`src/rtl/tokchain_pkg.sv`:
```
package tokchain_pkg;

  typedef enum logic [1:0] {
    ST_IDLE = 2'd0,
    ST_SEND = 2'd1,
    ST_ENDP = 2'd2,
    ST_DONE = 2'd3
  } seq_state_e;

  // Width of frame field number widx: identifier, crossing ID, then channels.
  function automatic int field_bits(int widx, int id_w, int bc_w, int ch_w);
    if (widx == 0) return id_w;
    if (widx == 1) return bc_w;
    return ch_w;
  endfunction

  // Total bits of one event frame.
  function automatic int frame_bits(int id_w, int bc_w, int ch_w, int nch);
    return id_w + bc_w + nch * ch_w;
  endfunction

  function automatic int max3(int a, int b, int c);
    int m;
    m = (a > b) ? a : b;
    return (m > c) ? m : c;
  endfunction

endpackage

```
`src/rtl/tok_path_sel.sv`:
```
module tok_path_sel (
  input  logic path_sel,
  input  logic start_a,
  input  logic start_b,
  input  logic end_pulse,
  output logic start_in,
  output logic end_a,
  output logic end_b
);
  always_comb begin
    start_in = path_sel ? start_b : start_a;
    end_a    = end_pulse & ~path_sel;
    end_b    = end_pulse &  path_sel;
  end
endmodule

```
`src/rtl/tok_sequencer.sv`:
```
module tok_sequencer
  import tokchain_pkg::*;
#(
  parameter int NCH    = 64,
  parameter int ID_W   = 8,
  parameter int BCID_W = 12,
  parameter int CH_W   = 14,
  parameter int CNT_W  = 4,
  parameter int WIDX_W = 7,
  parameter int BIT_W  = 4
) (
  input  logic              clk,
  input  logic              rst_n,
  input  logic              start_in,
  input  logic [CNT_W-1:0]  evt_count,
  output logic              send_act,
  output logic              start_seen,
  output logic              end_pulse,
  output logic [CNT_W-1:0]  evt_idx,
  output logic [WIDX_W-1:0] word_idx,
  output logic [BIT_W-1:0]  bit_idx
);
  localparam logic [WIDX_W-1:0] LAST_WORD = WIDX_W'(NCH + 1);

  seq_state_e         state_q;
  logic [CNT_W-1:0]   total_q;
  logic               last_bit, last_word, last_evt, frame_end;
  logic [WIDX_W-1:0]  nxt_widx;
  logic [BIT_W-1:0]   next_top;

  always_comb begin
    send_act   = (state_q == ST_SEND);
    start_seen = (state_q == ST_IDLE) && start_in;
    last_bit   = (bit_idx == '0);
    last_word  = (word_idx == LAST_WORD);
    last_evt   = (evt_idx == total_q - CNT_W'(1));
    frame_end  = send_act && last_bit && last_word && last_evt;
    nxt_widx   = last_word ? '0 : word_idx + WIDX_W'(1);
    next_top   = BIT_W'(field_bits(int'(nxt_widx), ID_W, BCID_W, CH_W) - 1);
  end

  always_ff @(posedge clk or negedge rst_n) begin
    if (!rst_n) begin
      state_q   <= ST_IDLE;
      total_q   <= '0;
      evt_idx   <= '0;
      word_idx  <= '0;
      bit_idx   <= '0;
      end_pulse <= 1'b0;
    end else begin
      end_pulse <= (state_q == ST_ENDP);
      case (state_q)
        ST_IDLE: begin
          if (start_in) begin
            total_q  <= evt_count;
            evt_idx  <= '0;
            word_idx <= '0;
            bit_idx  <= BIT_W'(ID_W - 1);
            state_q  <= (evt_count == '0) ? ST_ENDP : ST_SEND;
          end
        end
        ST_SEND: begin
          if (last_bit) begin
            word_idx <= nxt_widx;
            bit_idx  <= next_top;
            if (last_word) evt_idx <= evt_idx + CNT_W'(1);
            if (frame_end) state_q <= ST_ENDP;
          end else begin
            bit_idx <= bit_idx - BIT_W'(1);
          end
        end
        ST_ENDP: state_q <= ST_DONE;
        default: state_q <= ST_DONE;
      endcase
    end
  end


  end_single_chk: assert property (@(posedge clk) disable iff (!rst_n)
    end_pulse |=> !end_pulse);


  done_hold_chk: assert property (@(posedge clk) disable iff (!rst_n)
    (state_q == ST_DONE) |=> (state_q == ST_DONE) && !send_act);


  evt_range_chk: assert property (@(posedge clk) disable iff (!rst_n)
    send_act |-> (evt_idx < total_q));

endmodule

```
`src/rtl/tok_serializer.sv`:
```
module tok_serializer #(
  parameter int ID_W   = 8,
  parameter int BCID_W = 12,
  parameter int CH_W   = 14,
  parameter int WIDX_W = 7,
  parameter int BIT_W  = 4,
  parameter int WW     = 14
) (
  input  logic              clk,
  input  logic              rst_n,
  input  logic              send_act,
  input  logic [WIDX_W-1:0] word_idx,
  input  logic [BIT_W-1:0]  bit_idx,
  input  logic [ID_W-1:0]   chip_id,
  input  logic [CH_W-1:0]   mem_rdata,
  output logic [1:0]        dout_pd,
  output logic [1:0]        txon_pd
);
  logic [WW-1:0] cur_word;
  logic          cur_bit;
  logic          dat_q, tx_q;

  always_comb begin
    cur_word = '0;
    if (word_idx == '0)
      cur_word[ID_W-1:0] = chip_id;
    else if (word_idx == WIDX_W'(1))
      cur_word[BCID_W-1:0] = mem_rdata[BCID_W-1:0];
    else
      cur_word[CH_W-1:0] = mem_rdata;
    cur_bit = cur_word[bit_idx];
  end

  always_ff @(posedge clk or negedge rst_n) begin
    if (!rst_n) begin
      dat_q <= 1'b0;
      tx_q  <= 1'b0;
    end else begin
      tx_q  <= send_act;
      dat_q <= send_act & ~cur_bit;
    end
  end

  assign dout_pd = {2{dat_q}};
  assign txon_pd = {2{tx_q}};


  idle_release_chk: assert property (@(posedge clk) disable iff (!rst_n)
    (txon_pd == 2'b00) |-> (dout_pd == 2'b00));

endmodule

```
`src/rtl/tokchain_readout.sv`:
```
module tokchain_readout
  import tokchain_pkg::*;
#(
  parameter int NCH     = 64,
  parameter int ID_W    = 8,
  parameter int BCID_W  = 12,
  parameter int VAL_W   = 12,
  parameter int EVT_MAX = 15,
  localparam int CH_W   = VAL_W + 2,
  localparam int CNT_W  = $clog2(EVT_MAX + 1),
  localparam int WIDX_W = $clog2(NCH + 2),
  localparam int ADDR_W = CNT_W + WIDX_W
) (
  input  logic              clk,
  input  logic              rst_n,
  input  logic [ID_W-1:0]   chip_id,
  input  logic              path_sel,
  input  logic              start_a,
  input  logic              start_b,
  input  logic [CNT_W-1:0]  evt_count,
  output logic [ADDR_W-1:0] mem_addr,
  input  logic [CH_W-1:0]   mem_rdata,
  output logic [1:0]        dout_pd,
  output logic [1:0]        txon_pd,
  output logic              end_a,
  output logic              end_b
);
  localparam int WW    = max3(ID_W, BCID_W, CH_W);
  localparam int BIT_W = $clog2(WW);

  logic              start_in, start_seen, send_act, end_pulse;
  logic [CNT_W-1:0]  evt_idx;
  logic [WIDX_W-1:0] word_idx;
  logic [BIT_W-1:0]  bit_idx;

  tok_path_sel u_path (
    .path_sel (path_sel),
    .start_a  (start_a),
    .start_b  (start_b),
    .end_pulse(end_pulse),
    .start_in (start_in),
    .end_a    (end_a),
    .end_b    (end_b)
  );

  tok_sequencer #(
    .NCH(NCH), .ID_W(ID_W), .BCID_W(BCID_W), .CH_W(CH_W),
    .CNT_W(CNT_W), .WIDX_W(WIDX_W), .BIT_W(BIT_W)
  ) u_seq (
    .clk       (clk),
    .rst_n     (rst_n),
    .start_in  (start_in),
    .evt_count (evt_count),
    .send_act  (send_act),
    .start_seen(start_seen),
    .end_pulse (end_pulse),
    .evt_idx   (evt_idx),
    .word_idx  (word_idx),
    .bit_idx   (bit_idx)
  );

  // Memory word 0 holds the crossing ID, word ch+1 holds channel ch.
  always_comb begin
    mem_addr = {evt_idx, (word_idx == '0) ? WIDX_W'(0) : word_idx - WIDX_W'(1)};
  end

  tok_serializer #(
    .ID_W(ID_W), .BCID_W(BCID_W), .CH_W(CH_W),
    .WIDX_W(WIDX_W), .BIT_W(BIT_W), .WW(WW)
  ) u_ser (
    .clk      (clk),
    .rst_n    (rst_n),
    .send_act (send_act),
    .word_idx (word_idx),
    .bit_idx  (bit_idx),
    .chip_id  (chip_id),
    .mem_rdata(mem_rdata),
    .dout_pd  (dout_pd),
    .txon_pd  (txon_pd)
  );


  end_onehot_chk: assert property (@(posedge clk) disable iff (!rst_n)
    $onehot0({end_a, end_b}));


  tx_start_chk: assert property (@(posedge clk) disable iff (!rst_n)
    $rose(txon_pd[0]) |-> $past(start_seen, 2));


  tx_end_chk: assert property (@(posedge clk) disable iff (!rst_n)
    $fell(txon_pd[0]) |-> end_pulse);

endmodule

```
`config.mk`:
```
export PLATFORM = sky130hd
export DESIGN_NAME = tokchain_readout
export DESIGN_NICKNAME = d
export VERILOG_FILES = /design/src/rtl/tokchain_pkg.sv /design/src/rtl/tok_path_sel.sv /design/src/rtl/tok_sequencer.sv /design/src/rtl/tok_serializer.sv /design/src/rtl/tokchain_readout.sv
export SDC_FILE = /design/constraint.sdc
export NUM_CORES = 1
export LEC_CHECK = 0
export CORE_MARGIN = 4
export CORE_UTILIZATION = 49
export DETAILED_ROUTE_END_ITERATION = 10
export GPL_TIMING_DRIVEN = 0
export HOLD_SLACK_MARGIN = 0.1
export MAX_ROUTING_LAYER = met4
export PLACE_DENSITY = 0.88
export SLEW_MARGIN = 20
export SYNTH_ARGS = -nofsm -noshare
export SYNTH_HDL_FRONTEND = slang
export SYNTH_SLANG_ARGS = --single-unit
```
`constraint.sdc`:
```
create_clock -name clk -period 2.63 [get_ports clk]
set_input_delay 0.526 -clock clk [delete_from_list [all_inputs] [get_ports clk]]
set_output_delay 0.526 -clock clk [all_outputs]
set_load 0.02 [all_outputs]
```
After elaboration in Yosys (flattened, before gate mapping). Index checks and enable logic that the tools add are counted.

Add/subtract/negate cells: 6. $lt $le $gt $ge: 1. Equality and inequality tests: 10. Mux-type cells: 30. Bitwise logic cells: 5. Reductions and logical operators: 14.

Operator list (number): 4-bit 2-to-1 mux (9); 7-bit 2-to-1 mux (4); 4-bit case mux with 2 select lines (2); 7-bit zero test (2); 7-bit case mux with 2 select lines (1); 2-bit 2-to-1 mux (5); 4-bit zero test (2); 8-bit 2-to-1 mux (1); 2-bit != test, second input constant (4); 4-bit by 1-bit subtractor with 4-bit output, second input constant (2); 7-bit by 1-bit adder with 7-bit output, second input constant (1); 7-bit by 1-bit == test with 1-bit output, second input constant (1); 7-bit by 2-bit == test with 1-bit output, second input constant (1); 7-bit == test, second input constant (1); 7-bit by 1-bit subtractor with 7-bit output, second input constant (1); 6-bit 2-to-1 mux (1); 3-bit AND reduction (2); 4-bit by 5-bit less-than comparator with 1-bit output, second input constant (1); 1-bit 2-to-1 mux (5); 4-bit by 1-bit adder with 4-bit output, second input constant (1); 1-bit binary-select mux with 4-bit select (1); 4-bit == test (1); 2-bit case mux with 2 select lines (1); 2-bit AND reduction (2); other kinds (9) (14).

Register bits after elaboration: 24. Output and inout bits: 17. Word-level logic and storage cells: 74.

Longest topological paths before layout. Gate-level depths: netlist (run 1).

Depth in word-level cells: 10. Depth in mapped cells: 9. Depth with buffers taken out: 7.

Modules after synthesis. A second synthesis (run 1) with hierarchy kept.

Cell total of the unflattened synthesis: 223. Area, all modules: 1931.9 um^2.

By module, submodules not included: tok_sequencer (instances 1, cells each 151, area an instance 1337.5 um^2); tok_serializer (instances 1, cells each 45, area an instance 400.4 um^2); tokchain_readout (instances 1, cells each 24, area an instance 162.7 um^2); tok_path_sel (instances 1, cells each 3, area an instance 31.3 um^2).

Worst setup path before layout (run 1). OpenSTA, ideal clock, no wires.

Kind: flip-flop to flip-flop. Start point: register u_seq.word_idx[0]. End point: register u_ser.dat_q. Setup time: 0.094 ns. Data arrival time: 2.200 ns. Required time: 2.536 ns. Setup slack: 0.336 ns. Stages on the path, launching flop included: 9. Path buffers: 1. Period minus slack after synthesis: 2.294 ns. Cell sequence: dfrtp_1 > clkbuf_1 > inv_1 > ha_1 > nor2b_1 > and2_4 > mux4_1 > mux2_2 > a221oi_2.

Longest elaborated chain between the ends: 7. Elaborated cells on any way between the ends: 9.

Ends and longest elaborated chain: start: declaration (line tok_sequencer.sv:20) `output logic [WIDX_W-1:0] word_idx,`; start signal: assignment (line tok_sequencer.sv:64) `word_idx <= nxt_widx;`; 7-bit by 1-bit == test with 1-bit output (line tok_serializer.sv:27) `else if (word_idx == WIDX_W'(1))`; 2-bit 2-to-1 mux (line tok_serializer.sv:27); 6-bit 2-to-1 mux (line tok_serializer.sv:25) `if (word_idx == '0)`; 1-bit binary-select mux with 4-bit select * (line tok_serializer.sv:31) `cur_bit = cur_word[bit_idx];`; 1-bit 2-to-1 mux (implied by the code) * (line tok_serializer.sv:31); 1-bit inverter * (line tok_serializer.sv:40) `dat_q <= send_act & ~cur_bit;`; 1-bit bitwise AND * (line tok_serializer.sv:40); end signal: assignment (line tok_serializer.sv:40); end: declaration (line tok_serializer.sv:21) `logic dat_q, tx_q;`.

Mark *: on every way between the ends. The rest lies on a longest branch, timed or not. The select of a mux whose other input is x is not followed. A chain may end at the register's enable or synchronous reset.

Worst setup path in the final report (run 1).
Start point: register u_seq.word_idx[1]. End point: output port mem_addr[6].

Longest elaborated chain between the ends: 2. Elaborated cells on any way between the ends: 3.

Ends and longest elaborated chain: 7-bit by 1-bit subtractor with 7-bit output or 7-bit zero test (tied branches) (line tokchain_readout.sv:64) `mem_addr = {evt_idx, (word_idx == '0) ? WIDX_W'(0) : word_idx - WIDX_W'(1)};`; 7-bit 2-to-1 mux * (line tokchain_readout.sv:64); end: declaration (line tokchain_readout.sv:21) `output logic [ADDR_W-1:0] mem_addr,`.

Mark *: on every way between the ends. The rest lies on a longest branch, timed or not.

==> impl_table.tex, run 1 <==
\begin{tabular}{lr}
\hline
Metric & Value \\
\hline
\multicolumn{2}{l}{\textbf{Layout}} \\
\quad Post-synthesis to final-layout area growth & 32.48\% \\
\quad Ratio of cells with drive above 1 in the final layout & 13.36\% \\
\quad Antenna diode instance count & 0 \\
\quad Finished Core Util & 67.33\% \\
\quad Nets@finish & 302 \\
\quad Number of filler instances in the final layout & 291 \\
\multicolumn{2}{l}{\textbf{Status}} \\
\quad Result of the run & complete, no violations \\
\multicolumn{2}{l}{\textbf{Synthesis}} \\
\quad Post-synthesis average cell area & 8.860 sq um \\
\quad Most frequently used cell type in the post-synthesis netlist & sky130\_fd\_sc\_hd\_\_dfrtp\_1 \\
\quad Register area share after synthesis & 32.28\% \\
\quad Syn\_nets & 249 \\
\quad Synthesized instance count & 210 \\
\quad Synthesized area & 0.001861 sq mm \\
\quad Number of synthesized register bits & 24 \\
\quad Share of synthesized flip-flops with an asynchronous set or reset & 100.0\% \\
\quad Synth cell types & 54 \\
\quad Fraction of post-synthesis cell area in the top cell type by area & 32.28\% \\
\quad Primary flip-flop cell chosen by synthesis mapping & sky130\_fd\_sc\_hd\_\_dfrtp\_1 \\
\quad Yosys warning total & 0 \\
\quad Largest area contributor in the synthesized netlist & sky130\_fd\_sc\_hd\_\_dfrtp\_1 \\
\quad Cell types with the largest area share after synthesis & sky130\_fd\_sc\_hd\_\_dfrtp\_1 (32\%), sky130\_fd\_sc\_hd\_\_ha\_1 (5.4\%), sky130\_fd\_sc\_hd\_\_mux2\_2 (4.2\%) \\
\quad Number of enable flip-flop cells after synthesis & 0 \\
\quad List of most frequent post-synthesis cells & sky130\_fd\_sc\_hd\_\_dfrtp\_1 (24), sky130\_fd\_sc\_hd\_\_nor2\_1 (21), sky130\_fd\_sc\_hd\_\_nand2\_1 (16) \\
\multicolumn{2}{l}{\textbf{Timing}} \\
\quad Max Fclk & 404.1 MHz \\
\quad Post-route fraction of the period consumed by the critical path & 94.10\% \\
\quad Total negative slack & 0 ns \\
\quad Worst-case headroom to the max-slew limit & 62.25\% \\
\quad Worst Hold Slack & 0.2283 ns \\
\quad Setup clock skew after layout & 0.002451 ns \\
\quad Transition time of the tightest slew-check pin & 0.5520 ns \\
\quad Setup WS post-layout & 0.1552 ns \\
\quad Hold Violations, Final & 0 \\
\quad Unrepaired setup endpoints after global routing & no \\
\quad Fin. max-slew vios & 0 \\
\quad Final setup vio count & 0 \\
\quad Post-layout min period & 2.475 ns \\
\multicolumn{2}{l}{\textbf{Clocking}} \\
\quad Clock insertion delay at the later pin of the skew report & 0.27 ns \\
\quad Maximum count of clock buffers along a single path & 2 \\
\quad Depth of the CTS H-tree & 1 \\
\quad CTS tree & done \\
\quad CTS clock-pin slew for the worst setup and hold paths & 0.09 ns \\
\quad Clock buffers created by TritonCTS & 3 \\
\quad Clock sink total & 24 \\
\quad Hold-fix buffers, CTS & 0 \\
\quad Clock Root Buffer & sky130\_fd\_sc\_hd\_\_clkbuf\_8 \\
\multicolumn{2}{l}{\textbf{Power and ir drop}} \\
\quad Pwr Density & 308.1 mW/mm\^{}2 \\
\quad Worst vdd rail ir drop & 0.3248 mV \\
\quad Static leakage power & 1.015 nW \\
\quad Post-layout power & 0.7595 mW \\
\multicolumn{2}{l}{\textbf{Worst setup path}} \\
\quad Data arrival time of the critical path & 1.95 ns \\
\quad Startpoint of the most critical register-to-register path & u\_seq.bit\_idx[1] \\
\quad Crit path max fanout & 9 \\
\quad Path type of the worst setup path & flip-flop to output port \\
\quad Crit path required time & 2.10 ns \\
\quad First element of the critical path & u\_seq.word\_idx[1] \\
\quad Worst setup SP type & flip-flop \\
\quad Type of destination of the critical path & output port \\
\multicolumn{2}{l}{\textbf{Placement}} \\
\quad Total half-perimeter wirelength after legalization and detailed placement & 3487 um \\
\quad Routability congestion estimate from global placement & 0.8624 \\
\quad Buffers on Ports & 47 \\
\quad Worst slack at placement & -0.2212 ns \\
\multicolumn{2}{l}{\textbf{Die}} \\
\quad I/O pin count & 48 \\
\quad Height of the chip & 69.62 um \\
\quad Die Outline Area & 0.004847 sq mm \\
\quad Width of the chip & 69.62 um \\
\quad Core ar. & 0.003661 sq mm \\
\quad Num rows & 22 \\
\quad Starting density of the core & 50.82\% \\
\multicolumn{2}{l}{\textbf{Route}} \\
\quad Pre-Repair DR Iteration Count & 4 \\
\quad Final Routed Wirelength & 4505 um \\
\quad Number of vias in the routed layout & 1,821 \\
\quad Via-per-instance ratio & 5.874 \\
\quad Antenna violation net count after detailed routing & 0 \\
\quad Routed length per instance & 14.53 um \\
\quad Number of DRC markers in iteration 0 & 127 \\
\quad Post-route DRC & 0 \\
\multicolumn{2}{l}{\textbf{Global routing}} \\
\quad Pin count of the biggest net entering global routing & 25 \\
\quad Global-route wire length before repair & 7652 um \\
\quad Total congestion overflow & 0 \\
\quad Initial antenna violation count & 0 \\
\quad Total routing usage reported by global routing & 19.01\% \\
\quad Vias in the first global route & 1,668 \\
\multicolumn{2}{l}{\textbf{Worst hold path}} \\
\quad Hold Path Class & primary input to asynchronous set/reset pin \\
\multicolumn{2}{l}{\textbf{Job}} \\
\quad Count of max-cap constraint violations & 0 \\
\hline
\end{tabular}
[state kept, by name, summed over array words and instances, names as in the netlist]
signal	cells
u_ser.dat_q	1
u_seq.total_q	4
u_seq.state_q	2
u_seq.word_idx	7
u_seq.end_pulse	1
u_seq.evt_idx	4
u_ser.tx_q	1
u_seq.bit_idx	4
[power breakdown]
part / leakage, nW / switching (mW) / total (mW) / internal, mW
Combinational: 0.714 / 0.0208 / 0.0668 / 0.0461
Sequential: 0.265 / 0 / 0.369 / 0.369
Clock: 0.0357 / 0.121 / 0.324 / 0.203
[cell usage in the layout, fill, tap and decap left out, types with 3 or more instances in the layout]
| cell | netlist | final |
|---|---|---|
| sky130_fd_sc_hd__dlygate4sd2_1 | 0 | 5 |
| sky130_fd_sc_hd__inv_1 | 10 | 10 |
| sky130_fd_sc_hd__or3_1 | 6 | 6 |
| sky130_fd_sc_hd__nor2b_1 | 3 | 3 |
| sky130_fd_sc_hd__nand3_1 | 6 | 6 |
| sky130_fd_sc_hd__nand2_1 | 16 | 16 |
| sky130_fd_sc_hd__nor2_1 | 21 | 21 |
| sky130_fd_sc_hd__buf_4 | 4 | 7 |
| sky130_fd_sc_hd__clkbuf_1 | 9 | 6 |
| sky130_fd_sc_hd__mux2_2 | 7 | 7 |
| sky130_fd_sc_hd__a31oi_1 | 3 | 3 |
| sky130_fd_sc_hd__a21oi_1 | 12 | 12 |
| sky130_fd_sc_hd__buf_2 | 2 | 3 |
| sky130_fd_sc_hd__ha_1 | 8 | 8 |
| sky130_fd_sc_hd__dfrtp_1 | 24 | 22 |
| sky130_fd_sc_hd__clkbuf_8 | 0 | 3 |
| sky130_fd_sc_hd__o21ai_0 | 15 | 15 |
| sky130_fd_sc_hd__mux2i_1 | 4 | 4 |
| sky130_fd_sc_hd__xnor2_1 | 9 | 9 |
| sky130_fd_sc_hd__nand4_1 | 3 | 3 |
| sky130_fd_sc_hd__o31ai_1 | 4 | 4 |
| sky130_fd_sc_hd__clkdlybuf4s50_1 | 0 | 40 |
| sky130_fd_sc_hd__nor3_1 | 4 | 4 |
[path summary, 6_finish.rpt]
check                      depth (start not counted)  slack [ns]                 to
max in group asynchronous                          1        2.02  u_seq.word_idx[1]
min                                                1        0.23   u_seq.total_q[1]
max reg2reg                                        8        0.22   u_seq.state_q[0]
max                                                5        0.16        mem_addr[6]
min in group clk                                   1        0.51    u_seq.end_pulse
min reg2reg                                        1        0.51    u_seq.end_pulse
[area by class of cell]
type                            count  area (sq um)  share of cell area (%)
Clock buffer                        3         41.29                   1.675
Buffer                             15         93.84                   3.807
Timing Repair Buffer               50         476.7                   19.34
Clock inverter                      1         30.03                   1.218
Sequential cell                    24         603.1                   24.47
Tap cell                           48         60.06                   2.437
Inverter                           11         41.29                   1.675
Multi-Input combinational cell    158          1119                   45.38
[per-layer routing]
| metal | track usage, % | part of all wire, % | up-vias | wire (um) |
|---|---|---|---|---|
| met5 | - | 0 | - | 0 |
| met2 | 32.63 | 51 | 54 | 2310 |
| li1 | - | - | 867 | - |
| met4 | 3.617 | 1.4 | 0 | 61 |
| met3 | 3.768 | 4.4 | 10 | 200 |
| met1 | 23.44 | 43 | 890 | 1932 |
[stage by stage]
| stage | std cells | instance area (sq um) |
|---|---|---|
| finish | 310 | 2465 |
| global placement | 305 | 2391 |
| floorplan | 210 | 1861 |
| detailed placement | 305 | 2391 |
| global route | 310 | 2465 |
| CTS | 308 | 2457 |
[cell families (layout without fill, tap and decap cells)]
| group | Yosys count | count (layout) | synth area share [%] |
|---|---|---|---|
| buffers and inverters | 28 | 80 | 7.599 |
| AOI/OAI and AO/OA | 56 | 56 | 21.25 |
| muxes | 13 | 13 | 9.213 |
| xor gates and xnor gates | 11 | 11 | 5.179 |
| DFF | 24 | 24 | 32.28 |
| and+or+nand+nor | 70 | 70 | 19.10 |
| adders and majority gates | 8 | 8 | 5.380 |
[worst max-delay path, stage by stage, from the launching register on]
cell,delay [ns]
sky130_fd_sc_hd__dfrtp_2,0.47
sky130_fd_sc_hd__inv_1,0.14
sky130_fd_sc_hd__ha_1,0.24
sky130_fd_sc_hd__a21oi_1,0.08
sky130_fd_sc_hd__a31o_2,0.21
sky130_fd_sc_hd__clkdlybuf4s50_1,0.53
[timing repair]
action                     CTS  global route
setup buffers                1             2
gates resized for setup      8             4
pin swaps                    0             1
setup endpoints to repair    7             2
Power figures use the tool's default switching activity.
==> run 2, diff against run 1 <==
--- a/config.mk
+++ b/config.mk
@@ -5,13 +5,14 @@
 export SDC_FILE = /design/constraint.sdc
 export NUM_CORES = 1
 export LEC_CHECK = 0
-export CORE_MARGIN = 4
-export CORE_UTILIZATION = 49
+export ABC_AREA = 1
+export CORE_MARGIN = 1
+export CORE_UTILIZATION = 50
 export DETAILED_ROUTE_END_ITERATION = 10
 export GPL_TIMING_DRIVEN = 0
-export HOLD_SLACK_MARGIN = 0.1
+export HOLD_SLACK_MARGIN = 0.03
 export MAX_ROUTING_LAYER = met4
-export PLACE_DENSITY = 0.88
+export PLACE_DENSITY = 0.89
 export SLEW_MARGIN = 20
 export SYNTH_ARGS = -nofsm -noshare
 export SYNTH_HDL_FRONTEND = slang
==> run 2 against run 1 <==
Compared with the run above: critical path depth rose by 4; die area fell by 16%; first-iteration DRC count fell by 51%; register-to-register slack improved by 0.34 ns; sequential cell count did not move; clock power fell by 23%; combinational power rose to 38 times the previous value; clock-buffer cell count rose by 1; design area rose by 1.2%; maximum frequency fell by 0.70%; sequential share of layout area fell by 0.33 points; wire length fell by 6.6%.
==> impl_table.tex, run 2 <==
\begin{tabular}{lr}
\hline
Metric & Value \\
\hline
\multicolumn{2}{l}{\textbf{Power and ir drop}} \\
\quad Static leakage power & 1.216 nW (+20\%) \\
\quad Worst vdd rail ir drop & 0.6256 mV (+93\%) \\
\quad Pwr Density & 1389 mW/mm\^{}2 (+350\%) \\
\multicolumn{2}{l}{\textbf{Job}} \\
\quad Count of max-cap constraint violations & 0 (unchanged) \\
\multicolumn{2}{l}{\textbf{Synthesis}} \\
\quad Fraction of post-synthesis cell area in the top cell type by area & 31.29\% (-0.99 points) \\
\quad Synthesized area & 0.001919 sq mm (+3.2\%) \\
\quad Synth cell types & 34 (-37\%) \\
\quad Yosys warning total & 0 (unchanged) \\
\quad Share of synthesized flip-flops with an asynchronous set or reset & 100.0\% (unchanged) \\
\quad Number of synthesized register bits & 24 (unchanged) \\
\quad Most frequently used cell type in the post-synthesis netlist & sky130\_fd\_sc\_hd\_\_nand2\_1 \\
\quad Post-synthesis average cell area & 7.354 sq um (-17\%) \\
\quad Cell types with the largest area share after synthesis & sky130\_fd\_sc\_hd\_\_dfrtp\_1 (31\%), sky130\_fd\_sc\_hd\_\_nand2\_1 (8.6\%), sky130\_fd\_sc\_hd\_\_inv\_1 (7.2\%) \\
\quad Register area share after synthesis & 31.29\% (-0.99 points) \\
\quad Primary flip-flop cell chosen by synthesis mapping & sky130\_fd\_sc\_hd\_\_dfrtp\_1 \\
\quad Largest area contributor in the synthesized netlist & sky130\_fd\_sc\_hd\_\_dfrtp\_1 \\
\quad List of most frequent post-synthesis cells & sky130\_fd\_sc\_hd\_\_nand2\_1 (44), sky130\_fd\_sc\_hd\_\_inv\_1 (37), sky130\_fd\_sc\_hd\_\_dfrtp\_1 (24) \\
\quad Number of enable flip-flop cells after synthesis & 0 (unchanged) \\
\quad Synthesized instance count & 261 (+24\%) \\
\quad Syn\_nets & 300 (+20\%) \\
\multicolumn{2}{l}{\textbf{Clocking}} \\
\quad Depth of the CTS H-tree & 1 (unchanged) \\
\quad Clock sink total & 24 (unchanged) \\
\quad Clock Root Buffer & sky130\_fd\_sc\_hd\_\_clkbuf\_8 \\
\quad Clock insertion delay at the later pin of the skew report & 0.27 ns (about the same) \\
\quad CTS tree & done \\
\quad Maximum count of clock buffers along a single path & 2 (unchanged) \\
\quad Number of buffers added for setup after CTS & 0 (-1) \\
\quad Clock buffers created by TritonCTS & 3 (unchanged) \\
\quad CTS clock-pin slew for the worst setup and hold paths & 0.09 ns (about the same) \\
\multicolumn{2}{l}{\textbf{Route}} \\
\quad Pre-Repair DR Iteration Count & 4 (unchanged) \\
\quad Via-per-instance ratio & 5.217 (-11\%) \\
\quad Routed length per instance & 11.69 um (-20\%) \\
\quad Post-route DRC & 0 (unchanged) \\
\quad Antenna violation net count after detailed routing & 0 (unchanged) \\
\quad Number of vias in the routed layout & 1,878 (+3.1\%) \\
\quad Number of DRC markers in iteration 0 & 62 (-51\%) \\
\quad Final Routed Wirelength & 4208 um (-6.6\%) \\
\multicolumn{2}{l}{\textbf{Global routing}} \\
\quad Vias in the first global route & 1,782 (+6.8\%) \\
\quad Total congestion overflow & 0 (unchanged) \\
\quad Pin count of the biggest net entering global routing & 25 (unchanged) \\
\quad Global-route wire length before repair & 7341 um (-4.1\%) \\
\quad Total routing usage reported by global routing & 23.19\% (+4.2 points) \\
\quad Initial antenna violation count & 0 (unchanged) \\
\multicolumn{2}{l}{\textbf{Die}} \\
\quad Core ar. & 0.003661 sq mm (unchanged) \\
\quad Height of the chip & 63.96 um (-8.1\%) \\
\quad Width of the chip & 63.96 um (-8.1\%) \\
\quad I/O pin count & 48 (unchanged) \\
\quad Starting density of the core & 52.43\% (+1.6 points) \\
\quad Num rows & 22 (unchanged) \\
\quad Die Outline Area & 0.004090 sq mm (-16\%) \\
\multicolumn{2}{l}{\textbf{Worst setup path}} \\
\quad Number of buffers and inverters on the critical path & 5 (+3) \\
\quad Cells along the critical path & inv\_2 > ha\_1 > inv\_1 > nor2\_8 > nand2\_4 > buf\_6 > inv\_1 > nor2\_1 > dlygate4sd2\_1 \\
\quad Data arrival time of the critical path & 1.97 ns (+0.02 ns) \\
\quad Type of destination of the critical path & output port \\
\quad Largest delay contributor family on the critical path & buffers and inverters \\
\quad CP max stage delay & 0.46 ns (-0.07 ns) \\
\quad Slowest cell on crit path & sky130\_fd\_sc\_hd\_\_dfrtp\_2 \\
\quad Crit path max fanout & 10 (+1) \\
\quad Worst setup SP type & flip-flop \\
\quad Crit path required time & 2.10 ns (about the same) \\
\quad Path type of the worst setup path & flip-flop to output port \\
\quad Dominant cell type by count on the critical path & sky130\_fd\_sc\_hd\_\_inv\_1 \\
\multicolumn{2}{l}{\textbf{Layout}} \\
\quad Nets@finish & 352 (+17\%) \\
\quad Ratio of cells with drive above 1 in the final layout & 13.14\% (-0.22 points) \\
\quad Finished Core Util & 68.11\% (+0.79 points) \\
\quad Register with the most flip-flops & u\_seq.word\_idx \\
\quad Final instance area & 0.002494 sq mm (+1.2\%) \\
\quad Most frequent cells in the layout & sky130\_fd\_sc\_hd\_\_nand2\_1 (44), sky130\_fd\_sc\_hd\_\_clkdlybuf4s50\_1 (39), sky130\_fd\_sc\_hd\_\_inv\_1 (36) \\
\quad Antenna diode instance count & 0 (unchanged) \\
\quad Max FFs per register & 7 (unchanged) \\
\quad Post-synthesis to final-layout area growth & 29.92\% \\
\quad Leading cell type in the layout, fill and taps excluded & sky130\_fd\_sc\_hd\_\_nand2\_1 \\
\multicolumn{2}{l}{\textbf{Placement}} \\
\quad Worst slack at placement & 0.04110 ns (+0.2623 ns) \\
\quad Buffers on Ports & 47 (unchanged) \\
\quad Routability congestion estimate from global placement & 0.8411 (-2.5\%) \\
\quad Total half-perimeter wirelength after legalization and detailed placement & 3205 um (-8.1\%) \\
\quad Dpl cell area & 0.002450 sq mm (+2.5\%) \\
\multicolumn{2}{l}{\textbf{Timing}} \\
\quad Setup clock skew after layout & 0.006309 ns (+0.003858 ns) \\
\quad Final setup vio count & 0 (unchanged) \\
\quad Total negative slack & 0 ns (unchanged) \\
\quad Worst Hold Slack & 0.2250 ns (-0.003348 ns) \\
\quad Unrepaired setup endpoints after global routing & no \\
\quad Worst-case headroom to the max-slew limit & 64.88\% (+2.6 points) \\
\quad Post-layout min period & 2.492 ns (+0.01741 ns) \\
\quad Transition time of the tightest slew-check pin & 0.5269 ns (-0.02518 ns) \\
\quad Setup WS post-layout & 0.1377 ns (-0.01741 ns) \\
\quad Post-route fraction of the period consumed by the critical path & 94.76\% (+0.66 points) \\
\quad Fin. max-slew vios & 0 (unchanged) \\
\quad Max Fclk & 401.2 MHz (-0.70\%) \\
\quad Hold Violations, Final & 0 (unchanged) \\
\multicolumn{2}{l}{\textbf{Status}} \\
\quad Result of the run & complete, no violations \\
\multicolumn{2}{l}{\textbf{Worst hold path}} \\
\quad Hold Path Class & primary input to asynchronous set/reset pin \\
\hline
\end{tabular}
==> run 2: cell types whose count changed in the layout (fill, tap and decap cells not counted), sizes merged, moves of 4 or more <==
| cell | previous run | this run |
|---|---|---|
| mux2 | 7 | 1 |
| clkbuf | 11 | 4 |
| or3 | 6 | 0 |
| inv | 10 | 44 |
| nand3b | 1 | 8 |
| nor2 | 21 | 27 |
| o21ai | 15 | 22 |
| nand2 | 16 | 51 |
| nand3 | 6 | 23 |
| xnor2 | 9 | 2 |
| xor2 | 2 | 9 |
| o22ai | 0 | 4 |
==> run 2: cells by family after synthesis <==
group,Yosys count,share of synthesized area (%)
AO/OA/AOI/OAI,43,12.71
flip-flops,24,31.29
multiplexers,2,1.108
buffers and inverters,53,12.58
adder cells (fa/ha/maj),8,5.215
AND/OR/NAND/NOR,120,32.07
XOR/XNOR,11,5.020
==> run 2: metal layers <==
metal	up-vias	global-route usage (%)	share of wire, %
li1	946	-	-
met4	0	11.08	2.2
met5	-	-	0
met1	853	27.91	45
met2	69	38.56	48
met3	10	2.679	5.4
==> run 2: area by class of cell <==
cell class / instances / area [sq um]
sequential: 24 / 601.8
tap: 48 / 60.06
timing repair buffer: 47 / 457.9
multi-input combinational: 184 / 1077
fill: 317 / 1167
clock buffer: 4 / 55.05
buffer: 9 / 73.82
inverter: 44 / 167.7
==> run 2: worst paths after layout <==
kind,from,slack [ns],endpoint,depth (start not counted)
min reg2reg,u_seq.state_q[0],0.46,u_seq.end_pulse,1
max in group asynchronous,rst_n,2.03,u_seq.word_idx[0],1
max,u_seq.word_idx[0],0.14,mem_addr[3],9
min in group clk,u_seq.state_q[0],0.46,u_seq.end_pulse,1
min,rst_n,0.22,u_seq.evt_idx[2],1
max reg2reg,u_seq.bit_idx[0],0.56,u_seq.evt_idx[2],12
==> run 2: worst register-to-register path, cell delays in order (launching register included) <==
cell,delay (ns)
sky130_fd_sc_hd__dfrtp_1,0.36
sky130_fd_sc_hd__buf_2,0.17
sky130_fd_sc_hd__inv_1,0.08
sky130_fd_sc_hd__buf_2,0.21
sky130_fd_sc_hd__ha_1,0.17
sky130_fd_sc_hd__inv_1,0.05
sky130_fd_sc_hd__nor3_4,0.31
sky130_fd_sc_hd__nand2_4,0.16
sky130_fd_sc_hd__nand2_4,0.16
sky130_fd_sc_hd__o21ai_2,0.11
sky130_fd_sc_hd__inv_2,0.08
sky130_fd_sc_hd__nand3_1,0.06
sky130_fd_sc_hd__o21ai_1,0.09
==> run 2: stage by stage <==
step | total power [mW] | cells
3_3_place_gp | 3.263 | 356
6_report | 3.465 | 360
5_1_grt | 3.812 | 360
3_5_place_dp | 3.333 | 356
2_1_floorplan | 2.539 | 261
4_1_cts | 3.469 | 360
==> run 2: where the power goes <==
group,leakage [nW],total [mW],internal [mW],switching (mW)
Sequential,0.306,0.705,0.532,0.173
Combinational,0.882,2.51,1.01,1.50
Clock,0.0288,0.250,0.134,0.117
Total,1.22,3.46,1.68,1.79
==> run 2: timing repair <==
| action | in CTS | in global routing |
|---|---|---|
| resized for setup | 8 | 2 |
| hold buffers | 0 | 0 |
| endpoints found under the setup margin | 7 | 7 |
| cloned | 0 | 0 |
| pin swaps | 0 | 1 |
